### src/rtl/flash_sr_pkg.sv
package flash_sr_pkg;
  localparam logic [7:0] OP_WREN = 8'h06;
  localparam logic [7:0] OP_WRDI = 8'h04;
  localparam logic [7:0] OP_RDSR = 8'h05;
  localparam logic [7:0] OP_WRSR = 8'h01;

  localparam int SRWD_POS   = 7;
  localparam int QE_POS     = 6;
  localparam int WEL_POS    = 1;
  localparam int QE_SRC_POS = 1;

  typedef enum logic [1:0] {
    ST_OPCODE,
    ST_READ,
    ST_COLLECT,
    ST_SKIP
  } sr_state_e;
endpackage

### src/rtl/flash_sr_wp_sync.sv
module flash_sr_wp_sync #(
  parameter int STAGES = 2
) (
  input  logic clk_i,
  input  logic rst_ni,
  input  logic wp_ni,
  output logic wp_no
);
  logic [STAGES-1:0] q;

  for (genvar s = 0; s < STAGES; s++) begin : g_stage
    if (s == 0) begin : g_first
      always_ff @(posedge clk_i or negedge rst_ni) begin
        if (!rst_ni) q[s] <= 1'b1;
        else         q[s] <= wp_ni;
      end
    end else begin : g_next
      always_ff @(posedge clk_i or negedge rst_ni) begin
        if (!rst_ni) q[s] <= 1'b1;
        else         q[s] <= q[s-1];
      end
    end
  end

  assign wp_no = q[STAGES-1];
endmodule

### src/rtl/flash_sr_cmd_fsm.sv
module flash_sr_cmd_fsm
  import flash_sr_pkg::*;
#(
  parameter int NBYTES = 1
) (
  input  logic       clk_i,
  input  logic       rst_ni,
  input  logic       cs_i,
  input  logic       byte_valid_i,
  input  logic [7:0] byte_i,
  input  logic       wp_n_i,
  input  logic       wel_i,
  input  logic       srwd_i,
  output logic       set_wel_o,
  output logic       clr_wel_o,
  output logic       commit_o,
  output logic       new_srwd_o,
  output logic       new_qe_o,
  output logic       reading_o,
  output logic       reject_o
);
  localparam int CW = $clog2(NBYTES + 1);
  localparam logic [CW-1:0] FULL = CW'(NBYTES);

  sr_state_e state_q, state_d;
  logic [CW-1:0] cnt_q, cnt_d;
  logic take, op_phase, wrsr_hit, blocked, reject_q, store;

  assign take     = cs_i && byte_valid_i;
  assign op_phase = take && (state_q == ST_OPCODE);
  assign wrsr_hit = op_phase && (byte_i == OP_WRSR);
  // hardware protection, or no write enable
  assign blocked  = !wel_i || (!wp_n_i && srwd_i);
  assign store    = take && (state_q == ST_COLLECT) && (cnt_q != FULL);

  assign set_wel_o = op_phase && (byte_i == OP_WREN);
  assign clr_wel_o = op_phase && (byte_i == OP_WRDI);
  assign commit_o  = !cs_i && (state_q == ST_COLLECT) && (cnt_q == FULL);
  assign reading_o = cs_i && (state_q == ST_READ);
  assign reject_o  = reject_q;

  always_comb begin
    state_d = state_q;
    cnt_d   = cnt_q;
    if (!cs_i) begin
      state_d = ST_OPCODE;
      cnt_d   = '0;
    end else if (take) begin
      unique case (state_q)
        ST_OPCODE: begin
          cnt_d = '0;
          if (byte_i == OP_RDSR)         state_d = ST_READ;
          else if (wrsr_hit && !blocked) state_d = ST_COLLECT;
          else                           state_d = ST_SKIP;
        end
        ST_COLLECT: if (cnt_q != FULL) cnt_d = cnt_q + 1'b1;
        default: ;
      endcase
    end
  end

  always_ff @(posedge clk_i or negedge rst_ni) begin
    if (!rst_ni) begin
      state_q  <= ST_OPCODE;
      cnt_q    <= '0;
      reject_q <= 1'b0;
    end else begin
      state_q  <= state_d;
      cnt_q    <= cnt_d;
      reject_q <= wrsr_hit && blocked;
    end
  end

  logic srwd_cap_q;
  always_ff @(posedge clk_i or negedge rst_ni) begin
    if (!rst_ni)                     srwd_cap_q <= 1'b0;
    else if (store && cnt_q == '0)   srwd_cap_q <= byte_i[SRWD_POS];
  end
  assign new_srwd_o = srwd_cap_q;

  if (NBYTES >= 2) begin : g_qe_lane
    logic qe_cap_q;
    always_ff @(posedge clk_i or negedge rst_ni) begin
      if (!rst_ni)                          qe_cap_q <= 1'b0;
      else if (store && cnt_q == CW'(1))    qe_cap_q <= byte_i[QE_SRC_POS];
    end
    assign new_qe_o = qe_cap_q;
  end else begin : g_no_qe_lane
    assign new_qe_o = 1'b0;
  end
endmodule

### src/rtl/flash_sr_regs.sv
module flash_sr_regs
  import flash_sr_pkg::*;
#(
  parameter bit HAS_QE     = 1'b0,
  parameter bit QE_VISIBLE = 1'b0
) (
  input  logic       clk_i,
  input  logic       rst_ni,
  input  logic       set_wel_i,
  input  logic       clr_wel_i,
  input  logic       commit_i,
  input  logic       new_srwd_i,
  input  logic       new_qe_i,
  output logic       wel_o,
  output logic       srwd_o,
  output logic [7:0] status_o
);
  logic wel_q, srwd_q, qe_q;

  always_ff @(posedge clk_i or negedge rst_ni) begin
    if (!rst_ni) begin
      wel_q  <= 1'b0;
      srwd_q <= 1'b0;
      qe_q   <= 1'b0;
    end else begin
      if (commit_i) begin
        wel_q  <= 1'b0;
        srwd_q <= new_srwd_i;
        if (HAS_QE) qe_q <= new_qe_i;
      end else if (set_wel_i) begin
        wel_q <= 1'b1;
      end else if (clr_wel_i) begin
        wel_q <= 1'b0;
      end
    end
  end

  always_comb begin
    status_o           = '0;
    status_o[SRWD_POS] = srwd_q;
    status_o[WEL_POS]  = wel_q;
    status_o[QE_POS]   = QE_VISIBLE ? qe_q : 1'b0;
  end

  assign wel_o  = wel_q;
  assign srwd_o = srwd_q;
endmodule

### src/rtl/flash_sr_guard.sv
module flash_sr_guard #(
  parameter int WRSR_BYTES   = 1,
  parameter bit QE_IN_STATUS = 1'b0,
  parameter int SYNC_STAGES  = 2
) (
  input  logic       clk_i,
  input  logic       rst_ni,
  input  logic       cs_i,
  input  logic       byte_valid_i,
  input  logic [7:0] byte_i,
  input  logic       wp_ni,
  output logic [7:0] rsp_o,
  output logic       rsp_valid_o,
  output logic       reject_o
);
  localparam bit HAS_QE = (WRSR_BYTES >= 2);

  logic wp_sync, wel, srwd, set_wel, clr_wel, commit, new_srwd, new_qe, reading;
  logic [7:0] status;

  flash_sr_wp_sync #(.STAGES(SYNC_STAGES)) u_wp_sync (
    .clk_i (clk_i),
    .rst_ni(rst_ni),
    .wp_ni (wp_ni),
    .wp_no (wp_sync)
  );

  flash_sr_cmd_fsm #(.NBYTES(WRSR_BYTES)) u_fsm (
    .clk_i       (clk_i),
    .rst_ni      (rst_ni),
    .cs_i        (cs_i),
    .byte_valid_i(byte_valid_i),
    .byte_i      (byte_i),
    .wp_n_i      (wp_sync),
    .wel_i       (wel),
    .srwd_i      (srwd),
    .set_wel_o   (set_wel),
    .clr_wel_o   (clr_wel),
    .commit_o    (commit),
    .new_srwd_o  (new_srwd),
    .new_qe_o    (new_qe),
    .reading_o   (reading),
    .reject_o    (reject_o)
  );

  flash_sr_regs #(.HAS_QE(HAS_QE), .QE_VISIBLE(QE_IN_STATUS)) u_regs (
    .clk_i     (clk_i),
    .rst_ni    (rst_ni),
    .set_wel_i (set_wel),
    .clr_wel_i (clr_wel),
    .commit_i  (commit),
    .new_srwd_i(new_srwd),
    .new_qe_i  (new_qe),
    .wel_o     (wel),
    .srwd_o    (srwd),
    .status_o  (status)
  );

  assign rsp_valid_o = reading;
  assign rsp_o       = reading ? status : 8'h00;
endmodule

### config.mk
export PLATFORM = sky130hd
export DESIGN_NAME = flash_sr_guard
export DESIGN_NICKNAME = d
export VERILOG_FILES = /design/src/rtl/flash_sr_pkg.sv /design/src/rtl/flash_sr_wp_sync.sv /design/src/rtl/flash_sr_cmd_fsm.sv /design/src/rtl/flash_sr_regs.sv /design/src/rtl/flash_sr_guard.sv
export SDC_FILE = /design/constraint.sdc
export NUM_CORES = 1
export LEC_CHECK = 0
export BUFFER_PORTS_ARGS = -buffer_cell sky130_fd_sc_hd__buf_2
export CAP_MARGIN = 5
export CORE_MARGIN = 5
export CORE_UTILIZATION = 40
export DETAILED_ROUTE_END_ITERATION = 8
export PLACE_DENSITY_LB_ADDON = 0.05
export SETUP_SLACK_MARGIN = 0.4
export SYNTH_ARGS = -nofsm -noshare
export SYNTH_HDL_FRONTEND = slang
export SYNTH_HIERARCHICAL = 1
export SYNTH_SLANG_ARGS = --single-unit
export TNS_END_PERCENT = 1
### constraint.sdc
create_clock -name clk_i -period 2.55 [get_ports clk_i]
set_input_delay 0 -clock clk_i [delete_from_list [all_inputs] [get_ports clk_i]]
set_output_delay 0 -clock clk_i [all_outputs]
set_load 0.05 [all_outputs]
==> impl_metrics.py, run 1 <==
metrics = {
    "status": {
        "run_status": "completed",
    },
    "final_layout": {
        "antennaDiodeCount": 0,
        "fillers": 131,
        "post_route_cells_drive_above_1_share_pct": 33.78,
        "area.growth.synth_to_final_pct": 22.76,
        "footprint_of_the_multi_input_gates_sq_um": 264.0,
        "finish.instance_area_sq_um": 668.1,
        "final_nets": 88,
        "seq_area_sq_um": 227.7,
        "post-route-util_pct": 51.35,
    },
    "setup_path": {
        "critical-path-slowest-cell": "sky130_fd_sc_hd__dfrtp_1",
        "critPathArrivalTime_ns": 1.55,
        "worstPathRequired_ns": 2.68,
        "path_max_fanout": 6,
        "end_kind": "flip-flop",
        "worstSetupStartpointType": "flip-flop",
        "timing.critical_path.slowest_cell_delay_ns": 0.43,
        "worst-setup-path-type": "reg2reg",
        "crit_path_cell_trace": "and4bb_1 -> and3b_1 -> and4b_1 -> nand2b_1 -> a21oi_1",
    },
    "timing": {
        "report.final.hold_viol_count": 0,
        "slew_headroom_pct": 66.62,
        "rsz0062_at_grt": "false",
        "final_min_period_over_clock_period_pct": 55.40,
        "worst-slew-pin-transition_ns": 0.4937,
        "achievable-frequency_ghz": 0.7079,
        "finalMaxSlewViolations": 0,
        "layout_min_cycle_time_ns": 1.413,
        "final-setup-viol-count": 0,
        "worst_clock_skew_ns": 0.008002,
        "setup-tns-final_ns": 0,
    },
    "clock_tree": {
        "cts_repair_resize_count": 0,
        "numCtsBuffers": 3,
        "clk_transition_reported_paths_ns": 0.07,
        "clock_tree.htree_level_count": 1,
        "cts_tree": "built",
        "worst_skew_pair_later_pin_latency_ns": 0.27,
        "clock_path_buffers": 2,
        "clock_sink_count": 9,
        "cts-root-buf": "sky130_fd_sc_hd__clkbuf_4",
    },
    "power": {
        "power.static_leakage_nw": 0.3411,
        "clock_network_fraction_of_total_power_pct": 31.9,
        "power.total_uw": 356.9,
        "netSwitchingPower_uw": 104.7,
        "pwr-share-comb_pct": 20.3,
        "seqPwrFrac_pct": 47.8,
        "irDropWorstVdd_v": 0.0002630,
        "power.share.switching_pct": 29.32,
        "power_report.internal_total_uw": 252.3,
        "power-per-cell-area_nw_per_um2": 534.2,
    },
    "floorplan": {
        "floorplan.io_pins": 23,
        "die_x_um": 46.89,
        "die_h_um": 46.89,
        "start_util_pct": 41.83,
        "core_area_sq_um": 1301,
        "core.rowCount": 13,
        "die-area_sq_um": 2198,
    },
    "synth": {
        "synth_warnings": 6,
        "mappedNetlistArea_sq_um": 544.3,
        "syn_inst": 53,
        "synth.avg_cell_area_sq_um": 10.27,
    },
    "min_path": {
        "min-delay-path-class": "in2reg",
    },
    "route": {
        "detailedRoute.firstIterationViolations": 2,
        "drc_errors": 0,
        "detail_route.first_pass.iterations": 2,
        "final_antenna_net_count": 0,
        "dr_vias": 430,
        "wl_um": 1021,
        "post_drt_wl_per_cell_um": 11.47,
        "post_drt_via_cell_ratio": 4.831,
    },
    "global_route": {
        "global_route_wire_length_before_repair_um": 1538,
        "groute.usage.overall_pct": 10.41,
        "antenna_violations_before_repair": 0,
        "grt_overflow": 0,
        "grt_start_max_net_pins": 10,
        "grt_pass1_vias": 368,
    },
    "placed_design": {
        "post_dp_cell_area_sq_um": 601.8,
        "finalWeightedCongestion": 0.7563,
        "place.port_buffers": 16,
    },
    "job": {
        "drv_cap": 0,
    },
}
==> power by group through the flow <==
stage / Sequential, mW / Combinational (mW) / Clock [mW]
2_1_floorplan: 0.170 / 0.0606 / 0
3_3_place_gp: 0.173 / 0.0676 / 0
3_5_place_dp: 0.173 / 0.0679 / 0
4_1_cts: 0.171 / 0.0727 / 0.117
5_1_grt: 0.174 / 0.0800 / 0.118
6_report: 0.171 / 0.0724 / 0.114
==> per-stage QoR <==
| stage | setup WS (ns) | hold WS, ns | cells |
|---|---|---|---|
| 5_1_grt | 1.056 | 0.07463 | 89 |
| 3_5_place_dp | 1.145 | -0.1384 | 81 |
| 6_report | 1.137 | 0.05838 | 89 |
| 2_1_floorplan | 1.218 | -0.2956 | 58 |
| 3_3_place_gp | 1.132 | -0.1411 | 81 |
| 4_1_cts | 1.124 | 0.04241 | 89 |
==> worst paths after layout <==
| check | start | endpoint | slack, ns | cells after the start |
|---|---|---|---|---|
| worst min register to register | u_wp_sync/q[0] | u_wp_sync/wp_no | 0.35 | 0 |
| min in group asynchronous | rst_ni | u_fsm/state_q[0] | 0.11 | 2 |
| max in group asynchronous | rst_ni | u_wp_sync/q[0] | 2.19 | 2 |
| worst max register to register | u_fsm/state_q[0] | u_regs/wel_o | 1.14 | 5 |
| worst max-delay path | u_fsm/state_q[0] | u_regs/wel_o | 1.14 | 5 |
| worst min-delay path | cs_i | u_fsm/cnt_q | 0.06 | 2 |
==> flip-flops by register name (all words and copies together), names as in the netlist <==
name / count
u_fsm/state_q: 2
u_fsm/cnt_q: 1
u_fsm/new_srwd_o: 1
u_fsm/reject_o: 1
u_regs/srwd_o: 1
u_regs/wel_o: 1
u_wp_sync/q: 1
u_wp_sync/wp_no: 1
==> placed cells by master (no fill, tap or decap) <==
master,count
sky130_fd_sc_hd__and4bb_1,1
sky130_fd_sc_hd__nor2_1,1
sky130_fd_sc_hd__and3_2,1
sky130_fd_sc_hd__nor2b_1,2
sky130_fd_sc_hd__clkbuf_1,1
sky130_fd_sc_hd__nor3_1,1
sky130_fd_sc_hd__and2_1,8
sky130_fd_sc_hd__clkbuf_4,3
sky130_fd_sc_hd__nand2b_1,1
sky130_fd_sc_hd__dfrtp_1,7
sky130_fd_sc_hd__and4_1,1
sky130_fd_sc_hd__a21oi_1,3
sky130_fd_sc_hd__a21boi_0,1
sky130_fd_sc_hd__and3b_1,1
sky130_fd_sc_hd__nand4b_1,1
sky130_fd_sc_hd__mux2_2,1
sky130_fd_sc_hd__dlygate4sd3_1,4
sky130_fd_sc_hd__o21ai_0,1
sky130_fd_sc_hd__dfstp_2,2
sky130_fd_sc_hd__a31oi_1,2
sky130_fd_sc_hd__mux2_4,1
sky130_fd_sc_hd__inv_1,3
sky130_fd_sc_hd__buf_2,16
sky130_fd_sc_hd__and4bb_2,1
sky130_fd_sc_hd__nor4b_1,1
sky130_fd_sc_hd__and4b_1,2
sky130_fd_sc_hd__mux2i_1,1
sky130_fd_sc_hd__conb_1,6
==> routing by layer <==
metal  track usage (%)  part of all wire [%]  up-vias
li1                  -                     -      217
met5                 0                     0        -
met4             9.945                   3.0        0
met2             14.09                    43       18
met1             12.65                    44      191
met3             3.448                    10        4
==> cell type report <==
cell class / instances / share of cell area, %
timing repair buffer: 20 / 17.98
multi-input combinational: 38 / 39.51
clock buffer: 4 / 3.933
sequential: 9 / 34.08
tap: 15 / 2.809
inverter: 3 / 1.685
==> timing repair <==
| action | 4_1_cts | 5_1_grt |
|---|---|---|
| buffers inserted | 0 | 0 |
| endpoints found under the hold margin | 12 | 0 |
| hold buffers | 4 | 0 |
==> critical path: cells and delay by family (launching register included) <==
family	cells	cell delay [ns]
AND/OR/NAND/NOR	4	0.79
flip-flops	1	0.43
AO/OA/AOI/OAI	1	0.06
Power figures use the tool's default switching activity.
==> run 2: changes to the inputs <==
Settings changed: ABC_AREA set to 1.
Clock period 2.55 ns to 1.4 ns, I/O delays scaled along.
==> impl_metrics.py, run 2 <==
metrics = {
    "job": {
        "drv_cap": 0,
    },
    "route": {
        "wl_um": 1257,
        "post_drt_wl_per_cell_um": 9.976,
        "post_drt_via_cell_ratio": 4.373,
        "wirelength_met1_um": 510,
        "detailedRoute.firstIterationViolations": 11,
        "final_antenna_net_count": 0,
        "maxUsedRoutingLayer": "met4",
        "detailroute.wirelength.met3_um": 65,
        "detail_route.first_pass.iterations": 4,
        "drc_errors": 0,
        "met2_length_um": 651,
        "dr_vias": 551,
    },
    "setup_path": {
        "timing.reg2reg.worst_path_depth": 7,
        "worst-setup-path-type": "reg2reg",
        "timing.critical_path.max_delay_family": "simple AND/OR/NAND/NOR gates",
        "regToRegEndpoint": "u_regs/wel_o",
        "worstPathRequired_ns": 1.55,
        "timing.critical_path.slowest_cell_delay_ns": 0.40,
        "path_buf_inv": 1,
        "crit_path_cell_trace": "or2_4 -> nor2_4 -> nand3_2 -> nor3b_2 -> inv_1 -> nand2_1 -> a21oi_2",
        "reg2reg_setup_slack_ns": 0.10,
        "end_kind": "flip-flop",
        "path_max_fanout": 3,
        "worstSetupStartpointType": "flip-flop",
        "critPathArrivalTime_ns": 1.45,
        "critical-path-slowest-cell": "sky130_fd_sc_hd__dfrtp_1",
        "critical_path.reg2reg.startpoint": "u_fsm/state_q[0]",
    },
    "timing": {
        "final_min_period_over_clock_period_pct": 92.75,
        "finalMaxSlewViolations": 0,
        "layout_min_cycle_time_ns": 1.299,
        "report.final.hold_viol_count": 0,
        "setup-tns-final_ns": 0,
        "final-setup-viol-count": 0,
        "rsz0062_at_grt": "true",
        "achievable-frequency_ghz": 0.7701,
        "worst_clock_skew_ns": 0.002319,
    },
    "final_layout": {
        "post_route_cells_drive_above_1_share_pct": 34.55,
        "antennaDiodeCount": 0,
        "layoutNonFillerInstCount": 126,
        "area.growth.synth_to_final_pct": 32.85,
        "largest-register": "u_fsm/state_q",
        "final_nets": 124,
        "mostFrequentLayoutCell": "sky130_fd_sc_hd__nand2_1",
        "layout.cells.most_common_list": "sky130_fd_sc_hd__nand2_1, sky130_fd_sc_hd__inv_1, sky130_fd_sc_hd__buf_2",
        "largest_reg_flops": 2,
    },
    "power": {
        "netSwitchingPower_uw": 231.2,
        "clock_network_fraction_of_total_power_pct": 28.3,
        "pwr-share-comb_pct": 28.2,
        "power.static_leakage_nw": 0.4315,
        "seqPwrFrac_pct": 43.4,
        "power-per-cell-area_nw_per_um2": 879.6,
        "power_report.internal_total_uw": 467.7,
        "power.share.switching_pct": 33.08,
        "irDropWorstVdd_v": 0.0006378,
    },
    "synth": {
        "syn_inst": 84,
        "synth.avg_cell_area_sq_um": 7.120,
        "synth_warnings": 6,
        "mappedNetlistArea_sq_um": 598.1,
    },
    "global_route": {
        "global_route_wire_length_before_repair_um": 2001,
        "grt_overflow": 0,
        "grt_start_max_net_pins": 10,
        "antenna_violations_before_repair": 0,
        "grt_pass1_vias": 502,
        "groute.usage.overall_pct": 10.98,
    },
    "clock_tree": {
        "cts_tree": "built",
        "cts-root-buf": "sky130_fd_sc_hd__clkbuf_4",
        "clock_tree.htree_level_count": 1,
        "worst_skew_pair_later_pin_latency_ns": 0.26,
        "clk_transition_reported_paths_ns": 0.06,
        "clock_path_buffers": 2,
        "clock_sink_count": 9,
        "numCtsBuffers": 3,
    },
    "status": {
        "run_status": "completed",
    },
    "placed_design": {
        "place.port_buffers": 16,
        "placedCellCount": 114,
        "post-dp-hpwl_um": 1018,
        "finalWeightedCongestion": 0.7954,
    },
    "min_path": {
        "worst_hold_path.endpoint": "u_fsm/reject_o",
        "whs_path_depth": 4,
        "min-delay-path-class": "in2reg",
        "worstHoldStart": "byte_i[2]",
    },
    "floorplan": {
        "start_util_pct": 41.14,
        "die_h_um": 48.67,
        "floorplan.io_pins": 23,
        "core_area_sq_um": 1454,
        "core.rowCount": 14,
        "die-area_sq_um": 2368,
        "die_x_um": 48.67,
    },
}
[run 2: power by group through the flow]
stage	logic [mW]	clock network [mW]	registers, mW
after floorplan	0.141	0	0.307
after global placement	0.164	0	0.308
after detailed placement	0.168	0	0.309
after CTS	0.189	0.211	0.304
after global routing	0.218	0.231	0.306
final	0.197	0.198	0.304
[run 2: per-layer routing]
metal | vias to the layer above | global-route usage (%)
met5 | - | 0
met4 | 0 | 8.072
met3 | 4 | 2.761
met2 | 18 | 18.04
met1 | 239 | 12.00
li1 | 290 | -
[run 2: area by class of cell]
class | instances | area, sq um
sequential | 9 | 227.7
tap | 16 | 20.02
clock buffer | 4 | 26.28
inverter | 18 | 75.07
timing repair buffer | 26 | 175.2
fill | 153 | 659.4
multi-input combinational | 53 | 270.3
[run 2: repair_timing]
item,4_1_cts,5_1_grt
hold buffers,3,0
resized for setup,4,1
setup buffers,3,2
endpoints found under the hold margin,11,0
endpoints found under the setup margin,10,10
pin swaps,2,4
[run 2: per-stage QoR]
step	power [mW]	utilization (%)	instance area (sq um)	setup WS, ns	hold slack, ns
2_1_floorplan	0.4478	-	631.9	0.1237	-0.2956
3_3_place_gp	0.4722	46.90	681.9	0.1450	-0.1413
3_5_place_dp	0.4771	46.90	681.9	0.1142	-0.1365
4_1_cts	0.7037	53.18	773.2	0.1210	0.02100
5_1_grt	0.7548	54.65	794.5	0.02678	0.06056
6_report	0.6989	54.65	794.5	0.1015	0.02646
[run 2: worst register-to-register path: cells and delay by family, from the launching register on]
kind                   cells  cell delay (ns)
flip-flops                 1             0.40
buffers and inverters      1             0.05
AND/OR/NAND/NOR            5             0.70
AO/OA/AOI/OAI              1             0.05
[run 2: worst max path at each step]
stage | start | end | slack [ns] | cells after the start
3_3_place_gp | u_fsm/state_q[0] | u_regs/wel_o | 0.15 | 7
5_1_grt | u_fsm/state_q[0] | u_regs/wel_o | 0.03 | 7
6_report | u_fsm/state_q[0] | u_regs/wel_o | 0.10 | 7
4_1_cts | u_fsm/state_q[0] | u_regs/wel_o | 0.12 | 7
2_1_floorplan | u_fsm/state_q[1] | u_regs/wel_o | 0.12 | 7
3_5_place_dp | u_fsm/state_q[0] | u_regs/wel_o | 0.11 | 7
